--- src/rtl/rsh_pkg.sv ---
package rsh_pkg;

  // Mode encodings applied on the mode port
  typedef enum logic [1:0] {
    SHM_ROT     = 2'b00,
    SHM_LSR     = 2'b01,
    SHM_ASR     = 2'b10,
    SHM_ROT_ALT = 2'b11
  } shm_e;

  // True when the mode wraps bits around instead of filling
  function automatic logic mode_wraps(input logic [1:0] m);
    return (m == SHM_ROT) || (m == SHM_ROT_ALT);
  endfunction

endpackage

--- src/rtl/rsh_mode_dec.sv ---
module rsh_mode_dec #(
  parameter int N = 8
) (
  input  logic [1:0]   mode,
  input  logic [N-1:0] din,
  output logic         wrap,
  output logic         fill
);
  import rsh_pkg::*;

  always_comb begin
    wrap = mode_wraps(mode);
    unique case (mode)
      SHM_ASR: fill = din[N-1];
      default: fill = 1'b0;
    endcase
  end

endmodule

--- src/rtl/rsh_stage.sv ---
module rsh_stage #(
  parameter int N    = 8,
  parameter int DIST = 1
) (
  input  logic         en,
  input  logic         wrap,
  input  logic         fill,
  input  logic [N-1:0] w_in,
  output logic [N-1:0] w_out
);

  // One two-input mux per bit; the source of the moved value is fixed
  for (genvar i = 0; i < N; i++) begin : g_bit
    logic moved;
    if (i + DIST < N) begin : g_inner
      assign moved = w_in[i + DIST];
    end else begin : g_edge
      assign moved = wrap ? w_in[i + DIST - N] : fill;
    end
    assign w_out[i] = en ? moved : w_in[i];
  end

endmodule

--- src/rtl/log_shifter.sv ---
module log_shifter #(
  parameter int N = 8
) (
  input  logic                 clk,
  input  logic                 rst,
  input  logic [N-1:0]         din,
  input  logic [$clog2(N)-1:0] amt,
  input  logic [1:0]           mode,
  output logic [N-1:0]         dout
);
  localparam int AW = $clog2(N);

  logic         wrap;
  logic         fill;
  logic [N-1:0] chain [0:AW];

  rsh_mode_dec #(.N(N)) u_dec (
    .mode (mode),
    .din  (din),
    .wrap (wrap),
    .fill (fill)
  );

  assign chain[0] = din;

  for (genvar k = 0; k < AW; k++) begin : g_stage
    rsh_stage #(.N(N), .DIST(1 << k)) u_stage (
      .en    (amt[k]),
      .wrap  (wrap),
      .fill  (fill),
      .w_in  (chain[k]),
      .w_out (chain[k+1])
    );
  end

  always_ff @(posedge clk) begin
    if (rst) dout <= '0;
    else     dout <= chain[AW];
  end

endmodule

--- config.mk ---
export PLATFORM = sky130hd
export DESIGN_NAME = log_shifter
export DESIGN_NICKNAME = d
export VERILOG_FILES = /design/src/rtl/rsh_pkg.sv /design/src/rtl/rsh_mode_dec.sv /design/src/rtl/rsh_stage.sv /design/src/rtl/log_shifter.sv
export SDC_FILE = /design/constraint.sdc
export NUM_CORES = 1
export LEC_CHECK = 0
export BUFFER_PORTS_ARGS = -buffer_cell sky130_fd_sc_hd__buf_4
export CAP_MARGIN = 20
export CORE_MARGIN = 5
export CORE_UTILIZATION = 40
export CTS_CLUSTER_DIAMETER = 120
export DETAILED_ROUTE_END_ITERATION = 10
export HOLD_SLACK_MARGIN = 0.08
export PLACE_DENSITY_LB_ADDON = 0.3
export SLEW_MARGIN = 20
export SYNTH_ARGS = -nofsm -noshare
export SYNTH_HDL_FRONTEND = slang
export SYNTH_SLANG_ARGS = --single-unit
--- constraint.sdc ---
create_clock -name clk -period 1.1 [get_ports clk]
set_input_delay 0.11 -clock clk [delete_from_list [all_inputs] [get_ports clk]]
set_output_delay 0.11 -clock clk [all_outputs]
set_load 0.02 [all_outputs]
==> results.toml, run 1 <==
[finish]
area_growth_pct = 48.1
top_register = "dout"
largest_reg_flops = 8
diodes = 0
drive_gt1_share_pct = 43.3
top_regs = "dout (8)"
final_common_cell = "buf_4"
layout_common_cells = "buf_4, mux2i_1, nand2_1"
post-route-cell-area_um2 = 786
fin_nets = 108

[critical_path]
cp_slowest_cell = "a211oi_2"
path_max_fanout = 5
crit_chain = "buf_4, inv_2, ha_4, nand2b_1, a21boi_2, o21ai_2, a211oi_2"
critPathMaxStageDelay_ns = 0.23
crit_arrival_ns = 1.16
required_ns = 1.26
cp.buffers_inverters = 2
end_kind = "register"
cp-start-kind = "primary input"
critPathTopFamily = "compound AO/OA/AOI/OAI gates"
criticalPathCategory = "primary input to register"

[logic_synthesis]
yosysTopAreaCell = "dfxtp_1"
yosys.area_share.simple_pct = 13.2
synth_compound_area_share_pct = 21.9
syn_nets = 80
yosysTopAreaCellShare_pct = 30.2
netlist_top_cells_area = "dfxtp_1, mux2i_1, a21oi_1, nand2_1, o21ai_0"
syn-cell-area_um2 = 531
ys_seq_area_share_pct = 30.2
yosys_register_bits = 8
synth_area_per_cell_um2 = 8.29
synth_adder_area_share_pct = 2.36
synth_xor_area_share_pct = 0
synth.distinct_cells = 21
synth_top_family_by_area = "multiplexers"
synthMuxAreaShare_pct = 24.8
yosys_warnings = 0
syn_inst = 64

[placement]
place_area_um2 = 712
hpwl_mm = 1.01
routabilityCongestion = 0.840
dpl_worst_slack_ns = -0.279
port-buffer-count = 22

[die]
io_pins = 23
fp-row-count = 13
die_h_um = 46.4
start_util_pct = 41.3
dieArea_mm2 = 0.00215
die_w_um = 46.4
coreArea_mm2 = 0.00128

[drt]
vias = 540
wl_met3_um = 60
drt_first_pass_iters = 4
wl_met2_um = 605
met1_length_um = 533
drt_iter0_drc = 4
drc = 0
wl_per_cell_um = 11.4
highest_layer = "met3"
routed_wl_mm = 1.20
postRouteAntennaNets = 0
routed_via_density = 5.14

[power_and_ir_drop]
p_leak_uw = 0.000374
p_total_uw = 842
powerDensity_mw_per_mm2 = 1070
irDropWorstVdd_mv = 0.632

[global_routing]
grt_usage_pct = 13.2
grt_max_degree = 11
grt_pass1_wl_mm = 2.10
antenna_found_initial = 0
overflow = 0
first_global_vias = 505

[min_path]
hold_path_class = "primary input to register"

[timing]
hold_slack_ns = 0.166
slew_viol_final = 0
worst_pin_slew_ns = 0.232
relSlewSlack_pct = 84.1
setup_ws_ns = 0.101
hold_violations = 0
max_freq_ghz = 1.00
rsz0062_at_grt = "false"
fin_crit_ns = 0.999
fin_crit_sh_pct = 90.8
setup_violations = 0

[cts]
cts_sinks = 8
root_buffer = "clkbuf_4"
path_clk_slew_ns = 0.05
cts_tree = "done"
ctsHtreeMaxLevel = 1
cts_buffer_depth = 2
cts_buffers = 3

[status]
status = "finished clean"

[job]
cap_violations = 0
==> path summary, 6_finish.rpt <==
check / to / slack, ns / cells past startpoint / from
worst max-delay path: dout[5]$_SDFF_PP0_ / 0.10 / 7 / mode[0]
worst min-delay path: dout[0]$_SDFF_PP0_ / 0.17 / 3 / amt[2]
==> power breakdown <==
part | switching, µW | total (µW) | internal [µW]
clock | 82.4 | 206 | 124
combinational | 161 | 313 | 152
sequential | 6.55 | 324 | 317
total | 250 | 842 | 593
==> Yosys cell counts, drive strengths merged <==
cell    instances
nor3            1
mux2            1
a21oi           8
dfxtp           8
buf             2
a21boi          1
clkbuf          1
nand2b          2
a211oi          3
nand3           1
nor2            2
ha              1
o221ai          1
nand2           9
mux2i          12
o21ai           5
inv             3
nor2b           1
o22ai           2
==> final cells by class <==
| cell class | instances | area, µm² |
|---|---|---|
| repair buffers | 26 | 198 |
| fillers | 110 | 499 |
| well taps | 15 | 18.8 |
| clock buffers | 3 | 22.5 |
| flip-flops and latches | 8 | 160 |
| multi-input cells | 50 | 375 |
| inverters | 3 | 11.3 |
==> worst min-delay path, cell delays in order <==
cell and delay [ns]:
buf_4 0.14, nand2_1 0.05, a21oi_1 0.05
==> per-layer routing <==
| layer | up-vias | track usage, % |
|---|---|---|
| met3 | 0 | 4.69 |
| met2 | 13 | 21.7 |
| met5 | - | 0 |
| li1 | 285 | - |
| met1 | 242 | 16.9 |
| met4 | 0 | 1.70 |
==> metrics by stage <==
step,cells,utilization [%],TNS [ns]
final,105,61.1,0
after global routing,105,61.1,0
after CTS,105,58.2,0
after detailed placement,101,55.4,-1.38
after global placement,101,55.4,-1.14
after floorplan,64,-,0
==> what timing repair did <==
| item | in CTS | in global routing |
|---|---|---|
| resized for setup | 1 | 7 |
| hold buffers | 1 | 0 |
| setup endpoints to repair | 2 | 4 |
| buffers inserted | 0 | 0 |
| endpoints found under the hold margin | 3 | 0 |
| pin swaps | 1 | 4 |
==> cells by family (layout without fill, tap and decap cells) <==
family / count (synthesis) / after routing
and+or+nand+nor: 16 / 16
adders and majority gates: 1 / 1
DFF: 8 / 8
AOI/OAI and AO/OA: 20 / 20
buffers and inverters: 6 / 32
muxes: 13 / 13
Power figures use the tool's default switching activity.
==> run 2: changes to the inputs <==
--- a/config.mk
+++ b/config.mk
@@ -5,10 +5,11 @@
 export SDC_FILE = /design/constraint.sdc
 export NUM_CORES = 1
 export LEC_CHECK = 0
+export ABC_AREA = 1
 export BUFFER_PORTS_ARGS = -buffer_cell sky130_fd_sc_hd__buf_4
 export CAP_MARGIN = 20
-export CORE_MARGIN = 5
-export CORE_UTILIZATION = 40
+export CORE_MARGIN = 2
+export CORE_UTILIZATION = 45
 export CTS_CLUSTER_DIAMETER = 120
 export DETAILED_ROUTE_END_ITERATION = 10
 export HOLD_SLACK_MARGIN = 0.08
==> constraint.sdc (replaced) <==
create_clock -name clk -period 1 [get_ports clk]
set_input_delay 0.1 -clock clk [delete_from_list [all_inputs] [get_ports clk]]
set_output_delay 0.1 -clock clk [all_outputs]
set_load 0.02 [all_outputs]
==> run 2 against run 1 <==
  * Die area shrank 25%
  * Synthesized cell count rose by 59%
  * Worst hold slack got worse by 0.030 ns
  * Count of clock-buffer cells in the layout stayed put
  * First-iteration DRC count rose to 5.8 times the previous value
  * Highest routed layer unchanged
==> results.toml, run 2 <==
[logic_synthesis]
synth_edf_count = 0
yosys_warnings = 0
yosys_register_bits = 8
syn-cell-area_um2 = 591
synthFlopType = "dfxtp_1"
yosysMostFrequentCell = "nand2_1"
netlist_top_cells_area = "nand2_1, dfxtp_1, nand3_1, a21oi_1, inv_1"
syn_inst = 102
synth.distinct_cells = 15
synthArstFlopShare_pct = 0
ys_seq_area_share_pct = 27.1
ys_top_cells_by_count = "nand2_1, nand3_1, dfxtp_1"
yosysTopAreaCell = "nand2_1"
syn_nets = 118
yosysTopAreaCellShare_pct = 28.0
synth_area_per_cell_um2 = 5.79

[timing]
slew_viol_final = 0
setup_violations = 0
max_freq_ghz = 1.09
fin_crit_ns = 0.918
rsz0062_at_grt = "false"
setup_tns_ns = 0
fin_crit_sh_pct = 91.8
hold_violations = 0
worst_pin_slew_ns = 0.242
hold_slack_ns = 0.136
setup_ws_ns = 0.0823
relSlewSlack_pct = 83.9

[drt]
drt_iter0_drc = 23
drt_first_pass_iters = 5
routed_via_density = 5.17
vias = 740
routed_wl_mm = 1.44
highest_layer = "met3"
met1_length_um = 611
wl_met2_um = 725
wl_met3_um = 98
drc = 0
wl_per_cell_um = 10.0
postRouteAntennaNets = 0

[placement]
dpl_worst_slack_ns = -0.107
hpwl_mm = 1.17
routabilityCongestion = 0.841
place_area_um2 = 793
port-buffer-count = 22

[critical_path]
criticalPathCategory = "primary input to register"
crit_arrival_ns = 1.10
path_max_fanout = 6
required_ns = 1.19
cp-start-kind = "primary input"
end_kind = "register"

[die]
io_pins = 23
coreArea_mm2 = 0.00127
die_w_um = 40.2
start_util_pct = 46.5
dieArea_mm2 = 0.00162
die_h_um = 40.2
fp-row-count = 13

[finish]
top_register = "dout"
filler_cell_count = 119
final_common_cell = "nand2_1"
fin_nets = 146
drive_gt1_share_pct = 28.9
area.sequential_um2 = 160
area_growth_pct = 41.5
top_regs = "dout (8)"
layout_common_cells = "nand2_1, buf_4, nand3_1"
multiInputGateArea_um2 = 403
largest_reg_flops = 8
final_util_pct = 65.9
post-route-cell-area_um2 = 836
diodes = 0

[power_and_ir_drop]
pwr-share-comb_pct = 37.9
powerDensity_mw_per_mm2 = 1140
switching_share_pct = 32.6
irDropWorstVdd_mv = 0.849
p_leak_uw = 0.000454
p_clk_share_pct = 25.0
internal-power_uw = 643
p_sw_uw = 311
power_frac_seq_pct = 37.2

[cts]
cts_tree = "done"
cts_buffer_depth = 2
ctsHtreeMaxLevel = 1
path_clk_slew_ns = 0.05
cts_buffers = 3
root_buffer = "clkbuf_4"
cts_sinks = 8
post_cts_buffers = 0

[min_path]
hold_path_class = "primary input to register"
hold_start = "amt[2]"
min_path_cells = 3
hold_end = "dout[7]$_SDFF_PP0_"

[global_routing]
overflow = 0
first_global_vias = 585
grt_max_degree = 11
antenna_found_initial = 0
grt_pass1_wl_mm = 2.29
grt_usage_pct = 21.6

[job]
cap_violations = 0

[status]
status = "finished clean"
-- run 2: per-stage QoR --
stage	power [µW]	std cells
after global routing	1030	143
after floorplan	585	102
after global placement	710	138
after CTS	969	143
after detailed placement	717	138
final	954	143
-- run 2: how the worst max path moves through the flow --
| stage | cells past startpoint | end | slack (ns) | start |
|---|---|---|---|---|
| finish | 5 | dout[3]$_SDFF_PP0_ | 0.08 | rst |
| global route | 5 | dout[4]$_SDFF_PP0_ | 0.02 | rst |
| CTS | 5 | dout[3]$_SDFF_PP0_ | 0.09 | rst |
| detailed placement | 9 | dout[5]$_SDFF_PP0_ | -0.11 | mode[1] |
| global placement | 9 | dout[5]$_SDFF_PP0_ | -0.06 | mode[1] |
| floorplan | 10 | dout[5]$_SDFF_PP0_ | 0.008 | mode[0] |
-- run 2: cells by family (layout without fill, tap and decap cells) --
kind of cell,after synthesis,count (layout),share of synthesized area [%]
AND/OR/NAND/NOR,75,75,54.9
buffers and inverters,11,37,9.32
flip-flops,8,8,27.1
AO/OA/AOI/OAI,7,7,6.57
adder cells (fa/ha/maj),1,1,2.12
-- run 2: timing repair --
| action | 4_1_cts | 5_1_grt |
|---|---|---|
| hold endpoints to repair | 2 | 0 |
| resized for setup | 0 | 0 |
| hold buffers | 2 | 0 |
-- run 2: area by class of cell --
type / count / share of cell area [%]
Timing Repair Buffer: 25 / 23.1
Tap cell: 15 / 2.25
Multi-Input combinational cell: 83 / 48.2
Clock buffer: 3 / 2.69
Inverter: 9 / 4.64
Sequential cell: 8 / 19.2
-- run 2: metal layers --
metal / track usage (%) / up-vias
li1: - / 382
met1: 26.0 / 329
met2: 37.1 / 29
met3: 10.0 / 0
met4: 0 / 0
met5: 0 / -
-- run 2: worst max-delay path, stage by stage --
cell and delay [ns]:
dlygate4sd3_1 0.54, buf_4 0.14, inv_1 0.13, nand2_1 0.10
a21oi_2 0.09
-- run 2: power by group through the flow --
stage	registers (µW)	clock network, µW	logic (µW)
after floorplan	398	0	187
after global placement	360	0	350
after detailed placement	361	0	356
after CTS	355	251	363
after global routing	357	269	405
final	354	238	361
